**config.mk**
```make
export PLATFORM = sky130hd
export DESIGN_NAME = dlk_classifier
export DESIGN_NICKNAME = d
export VERILOG_FILES = /design/src/rtl/dlk_pkg.sv /design/src/rtl/dlk_sync.sv /design/src/rtl/dlk_cd_vote.sv /design/src/rtl/dlk_ack_pattern.sv /design/src/rtl/dlk_activity.sv /design/src/rtl/dlk_classifier.sv
export SDC_FILE = /design/constraint.sdc
export NUM_CORES = 1
export LEC_CHECK = 0
export ABC_AREA = 1
export BUFFER_PORTS_ARGS = -buffer_cell sky130_fd_sc_hd__buf_4
export CORE_MARGIN = 3
export CORE_UTILIZATION = 23
export DETAILED_ROUTE_END_ITERATION = 10
export GPL_TIMING_DRIVEN = 0
export MAX_ROUTING_LAYER = met4
export SYNTH_ARGS = -nofsm -noshare
export SYNTH_HDL_FRONTEND = slang
export SYNTH_SLANG_ARGS = --single-unit
```
**constraint.sdc**
```tcl
create_clock -name clk -period 4.9 [get_ports clk]
set_clock_uncertainty 0.05 [all_clocks]
set_input_delay 0.735 -clock clk [delete_from_list [all_inputs] [get_ports clk]]
set_output_delay 0.735 -clock clk [all_outputs]
set_load 0.05 [all_outputs]
```
**src/rtl/dlk_pkg.sv**
```systemverilog
package dlk_pkg;

  typedef enum logic [1:0] {
    FC_NONE      = 2'b00,
    FC_TRANSIENT = 2'b01,
    FC_PERMANENT = 2'b10
  } fault_code_e;

endpackage

```
**src/rtl/dlk_sync.sv**
```systemverilog
module dlk_sync #(
  parameter int WIDTH = 8
) (
  input  logic             clk,
  input  logic             rst,
  input  logic [WIDTH-1:0] din,
  output logic [WIDTH-1:0] q
);

  logic [WIDTH-1:0] meta_q;

  always_ff @(posedge clk) begin
    if (rst) begin
      meta_q <= '0;
      q      <= '0;
    end else begin
      meta_q <= din;
      q      <= meta_q;
    end
  end

  // two-cycle latency once out of reset
  a_r1_two_flop: assert property (@(posedge clk) disable iff (rst)
    ($past(!rst) && $past(!rst, 2)) |-> (q == $past(din, 2)));

endmodule

```
**src/rtl/dlk_cd_vote.sv**
```systemverilog
module dlk_cd_vote #(
  parameter int N_WORDS = 8
) (
  input  logic               clk,
  input  logic               rst,
  input  logic [N_WORDS-1:0] cd,
  output logic               near_full,
  output logic               near_empty
);

  localparam int CNT_W = $clog2(N_WORDS + 1);

  logic [CNT_W-1:0] ones_cnt;
  logic [CNT_W-1:0] zeros_cnt;

  always_comb begin
    ones_cnt = '0;
    for (int i = 0; i < N_WORDS; i++) begin
      ones_cnt = ones_cnt + CNT_W'(cd[i]);
    end
    zeros_cnt  = CNT_W'(N_WORDS) - ones_cnt;
    near_full  = (ones_cnt  >= CNT_W'(2));
    near_empty = (zeros_cnt >= CNT_W'(2));
  end

  // a single raised lane reads as nearly empty
  a_r5_lone_one: assert property (@(posedge clk) disable iff (rst)
    ($countones(cd) == 1) |-> (near_empty && !near_full));

  // a single dropped lane reads as nearly full
  a_r4_lone_zero: assert property (@(posedge clk) disable iff (rst)
    ($countones(~cd) == 1) |-> (near_full && !near_empty));

endmodule

```
**src/rtl/dlk_ack_pattern.sv**
```systemverilog
module dlk_ack_pattern #(
  parameter int N_STAGES = 6
) (
  input  logic                clk,
  input  logic                rst,
  input  logic [N_STAGES-1:0] acks,
  output logic                match
);

  localparam int N_PAIRS = N_STAGES - 1;

  logic [N_PAIRS-1:0] differs;
  logic [N_PAIRS-1:0] order_bad;

  genvar g;
  generate
    for (g = 0; g < N_PAIRS; g++) begin : g_pair
      assign differs[g] = acks[g] ^ acks[g+1];
    end
    for (g = 0; g < N_PAIRS; g++) begin : g_order
      if (g == N_PAIRS - 1) begin : g_last
        assign order_bad[g] = 1'b0;
      end else begin : g_mid
        assign order_bad[g] = ~differs[g] & differs[g+1];
      end
    end
  endgenerate

  assign match = ~(|order_bad) & ~differs[N_PAIRS-1];

  // uniform chain always matches
  a_r7_uniform: assert property (@(posedge clk) disable iff (rst)
    ((acks == '0) || (acks == '1)) |-> match);

endmodule

```
**src/rtl/dlk_activity.sv**
```systemverilog
module dlk_activity #(
  parameter int DATA_W = 8
) (
  input  logic              clk,
  input  logic              rst,
  input  logic [DATA_W-1:0] snap,
  input  logic              act,
  input  logic              strobe,
  output logic              trans_seen
);

  logic [DATA_W-1:0] prev_q;
  logic              sticky_q;
  logic              change_now;

  assign change_now = act | (snap != prev_q);
  assign trans_seen = sticky_q | change_now;

  always_ff @(posedge clk) begin
    if (rst) begin
      prev_q   <= '0;
      sticky_q <= 1'b0;
    end else begin
      prev_q   <= snap;
      sticky_q <= strobe ? 1'b0 : (sticky_q | change_now);
    end
  end

  // activity between strobes is remembered
  a_r8_act_held: assert property (@(posedge clk) disable iff (rst)
    (act && !strobe) |=> trans_seen);

endmodule

```
**src/rtl/dlk_classifier.sv**
```systemverilog
module dlk_classifier
  import dlk_pkg::*;
#(
  parameter int N_WORDS  = 8,
  parameter int N_STAGES = 6
) (
  input  logic                clk,
  input  logic                rst,
  input  logic                eval_strobe,
  input  logic [N_WORDS-1:0]  cd_bits,
  input  logic [N_STAGES-1:0] ack_chain,
  input  logic                post_ack,
  input  logic                activity,
  output logic [1:0]          fault_code,
  output logic                pattern_ok
);

  localparam int DATA_W = N_WORDS + N_STAGES + 1;
  localparam int SNAP_W = DATA_W + 1;

  logic [SNAP_W-1:0]   raw_snap;
  logic [SNAP_W-1:0]   sync_snap;
  logic [N_WORDS-1:0]  cd_s;
  logic [N_STAGES-1:0] ack_s;
  logic                pack_s;
  logic                act_s;
  logic                near_full;
  logic                near_empty;
  logic                chain_match;
  logic                trans_seen;
  fault_code_e         class_code;
  fault_code_e         next_code;

  assign raw_snap = {activity, post_ack, ack_chain, cd_bits};

  dlk_sync #(.WIDTH(SNAP_W)) u_sync (
    .clk (clk),
    .rst (rst),
    .din (raw_snap),
    .q   (sync_snap)
  );

  assign cd_s   = sync_snap[N_WORDS-1:0];
  assign ack_s  = sync_snap[N_WORDS +: N_STAGES];
  assign pack_s = sync_snap[DATA_W-1];
  assign act_s  = sync_snap[SNAP_W-1];

  dlk_cd_vote #(.N_WORDS(N_WORDS)) u_vote (
    .clk        (clk),
    .rst        (rst),
    .cd         (cd_s),
    .near_full  (near_full),
    .near_empty (near_empty)
  );

  dlk_ack_pattern #(.N_STAGES(N_STAGES)) u_pattern (
    .clk   (clk),
    .rst   (rst),
    .acks  (ack_s),
    .match (chain_match)
  );

  dlk_activity #(.DATA_W(DATA_W)) u_activity (
    .clk        (clk),
    .rst        (rst),
    .snap       (sync_snap[DATA_W-1:0]),
    .act        (act_s),
    .strobe     (eval_strobe),
    .trans_seen (trans_seen)
  );

  always_comb begin
    if (near_full && near_empty) begin
      class_code = FC_NONE;
    end else if ((near_full && !pack_s) || (near_empty && pack_s)) begin
      class_code = FC_PERMANENT;
    end else if ((near_full && pack_s) || (near_empty && !pack_s)) begin
      class_code = FC_TRANSIENT;
    end else begin
      class_code = FC_NONE;
    end
    next_code = (chain_match && !trans_seen) ? class_code : FC_NONE;
  end

  always_ff @(posedge clk) begin
    if (rst) begin
      fault_code <= FC_NONE;
      pattern_ok <= 1'b0;
    end else if (eval_strobe) begin
      fault_code <= next_code;
      pattern_ok <= (next_code != FC_NONE);
    end
  end

  // the invalid code never appears
  a_r9_never_invalid: assert property (@(posedge clk) disable iff (rst)
    fault_code != 2'b11);

  // outputs only move on a strobe
  a_r3_hold: assert property (@(posedge clk) disable iff (rst)
    !eval_strobe |=> ($stable(fault_code) && $stable(pattern_ok)));

  // observed activity forces the empty code
  a_r8_trans_clears: assert property (@(posedge clk) disable iff (rst)
    (eval_strobe && trans_seen) |=> (fault_code == 2'b00));

  // a mismatched chain cannot produce a classification
  a_r7_no_match_no_code: assert property (@(posedge clk) disable iff (rst)
    (eval_strobe && !chain_match) |=> !pattern_ok);

endmodule

```
==> metrics.yaml <==
power:
  p_comb_frac: 0.138
  seq_power_share: 0.558
  swShare: 0.260
  intPower_mw: 0.580
  ir_drop_v: 0.000146
  switching_power_mw: 0.204
  p_leak_nw: 1.21
  p_clk_frac: 0.303
  powerDensity_nw_per_um2: 320
synth:
  ys_types: 17
  synth_top_area_cell: "dfxtp_1"
  ys_seq_area_frac: 0.492
  synth_area_sq_um: 2070
  synth.avg_cell_area_sq_um: 7.17
  yosys_warnings: 0
  syn_inst: 289
  syn-num-nets: 317
  synth.area.top_cells: "dfxtp_1, nand2_1, inv_1"
  synth_seq_cells: 51
  synth_top_area_share: 0.492
sta:
  maxSlewHeadroom: 0.668
  max_freq_ghz: 0.269
  whs_ps: 355
  setup_violations: 0
  rsz0062_at_grt: "no"
  tightest_slew_ps: 498
  fin_crit_ps: 3710
  drv_slew: 0
  finalHoldViolations: 0
  fin_crit_sh: 0.758
  setup_tns_ps: 0
clock_tree:
  cts.sinks: 51
  cts-resized-gates: 0
  cts_tree: "yes"
  cts_max_level: 2
  cts-buffers-inserted: 5
  ctsHoldBuffers: 0
  cts_root_buf: "clkbuf_8"
  clk_pin_slew_ps: 90
  clock_latency_ps: 300
  post-cts-setup-buffers: 0
  clock_path_buffers: 2
critical_path:
  worst-r2r-setup-slack_ps: 1190
  crit_type: "reg -> reg"
  cp-end-kind: "flop"
  arrival_ps: 3860
  worstPathMaxFanout: 3
  required_ps: 5040
  cp-start-kind: "flop"
outcome:
  status: "complete, no violations"
grt:
  use_met3: 0.0194
  grt_max_degree: 17
  antenna_found_initial: 0
  grt.met2_usage: 0.122
  grt-ovfl-total: 0
  grt_pass1_vias: 1434
  grt_pass1_wl_mm: 5.80
  top_usage_layer: "met2"
  met1_usage: 0.0815
  track_usage: 0.0717
floorplanning:
  std_cell_rows: 34
  die_height_microns: 101
  die-area_sq_um: 10200
  core_sq_um: 8720
  die_width_microns: 101
  initial_core_util: 0.238
  io_pins: 22
routing:
  routed_wl_mm: 3.28
  drt_iter0_markers: 49
  wl_per_cell_microns: 7.69
  ant_nets: 0
  drc: 0
  viasPerCell: 3.69
  via_count: 1573
  dr.pass1.iters: 4
layout:
  antenna_cells: 0
  drive_gt1_frac: 0.123
  nets: 345
  fillers: 928
  synthToLayoutAreaGrowth_pct: 18.4
flow_run:
  max_cap_violations: 0
hold_path:
  hold_class: "reg -> reg"
placement:
  port_buffers: 21
  dpl.hpwl_mm: 2.59
  gp_congestion: 0.801
## state kept, by name, summed over array words and instances, names as in the netlist
register             cells
u_sync.q                16
pattern_ok               1
fault_code               2
u_sync.meta_q           16
u_activity.sticky_q      1
u_activity.prev_q       15
## final timing paths
| path | startpoint | to | depth (start not counted) |
|---|---|---|---|
| setup / recovery | u_sync.q[0] | pattern_ok | 15 |
| hold / removal | u_sync.meta_q[11] | u_sync.q[11] | 2 |
| setup reg to reg | u_sync.q[0] | pattern_ok | 15 |
| hold reg to reg | u_sync.meta_q[11] | u_sync.q[11] | 2 |
## cells in the final DEF (no fill, tap or decap), drive strengths merged
cell      netlist  routed
a21boi          1       1
clkbuf          5      11
nor3            2       2
nand4           2       2
xnor2           1       1
dfxtp          51      51
clkinvlp        0       1
buf             0      21
inv            69      70
nand3           8       8
fa              4       4
nand3b          1       1
nor2           66      66
nand2          72      72
ha              5       5
o21ai           2       2
## routing by layer
layer  part of all wire  up-vias  wire [microns]
met1               0.48      664            1580
met4              0.014        0              45
met3              0.041        5             134
li1                   -      878               -
met2               0.46       26            1510
met5                  0        -               0
## cell usage after synthesis
| master | instances |
|---|---|
| nand2_1 | 72 |
| inv_1 | 63 |
| nor2_1 | 63 |
| dfxtp_1 | 51 |
| nand3_1 | 8 |
| inv_2 | 6 |
| clkbuf_1 | 5 |
| ha_1 | 5 |
| fa_1 | 4 |
| nor2_2 | 3 |
| nand4_1 | 2 |
| nor3_2 | 2 |
| a21boi_0 | 1 |
| nand3b_1 | 1 |
| o21ai_0 | 1 |
| o21ai_1 | 1 |
| xnor2_1 | 1 |
## power by group through the flow
stage	logic, mW	clock network [mW]	registers (mW)
after floorplan	0.0800	0	0.447
after global placement	0.105	0	0.448
after detailed placement	0.109	0	0.448
after CTS	0.110	0.248	0.438
after global routing	0.128	0.263	0.440
final	0.108	0.238	0.438
## cells by family (layout without fill, tap and decap cells)
group                    after synthesis  after routing  share of synthesized area
flip-flops                            51             51                      0.492
AND/OR/NAND/NOR                      151            151                      0.292
AO/OA/AOI/OAI                          3              3                    0.00845
XOR/XNOR                               1              1                    0.00423
adder cells (fa/ha/maj)                9              9                     0.0688
buffers and inverters                 74            103                      0.134
## cell type report
type                       count  area (sq um)  area share
clock buffer                   6          72.6      0.0296
buffer                         5          18.8     0.00765
multi-input combinational    164           774       0.315
timing repair buffer          21           158      0.0642
sequential                    51          1020       0.416
inverter                      69           259       0.106
tap                          108           135      0.0550
clock inverter                 2          16.3     0.00663
## critical path, stage by stage (launching register included)
cell and delay, ps:
dfxtp_1 340, ha_1 280, inv_1 40, fa_1 490, fa_1 430, fa_1 430, fa_1 570, inv_1 80
ha_1 210, nand3b_1 160, nor2_1 160, nand2_1 100, nand2_1 70, nand2_1 40, nand3_1 90, nand3_1 70
## metrics by stage
stage	worst slack, ps	std cells	power (mW)	util	area, sq um
after floorplan	1380	289	0.527	-	2070
after global placement	1250	418	0.553	0.271	2370
after detailed placement	1180	418	0.557	0.271	2370
after CTS	1170	426	0.797	0.281	2450
after global routing	907	426	0.831	0.281	2450
final	1190	426	0.785	0.281	2450
Note: power is estimated with default switching activity, not from simulation.
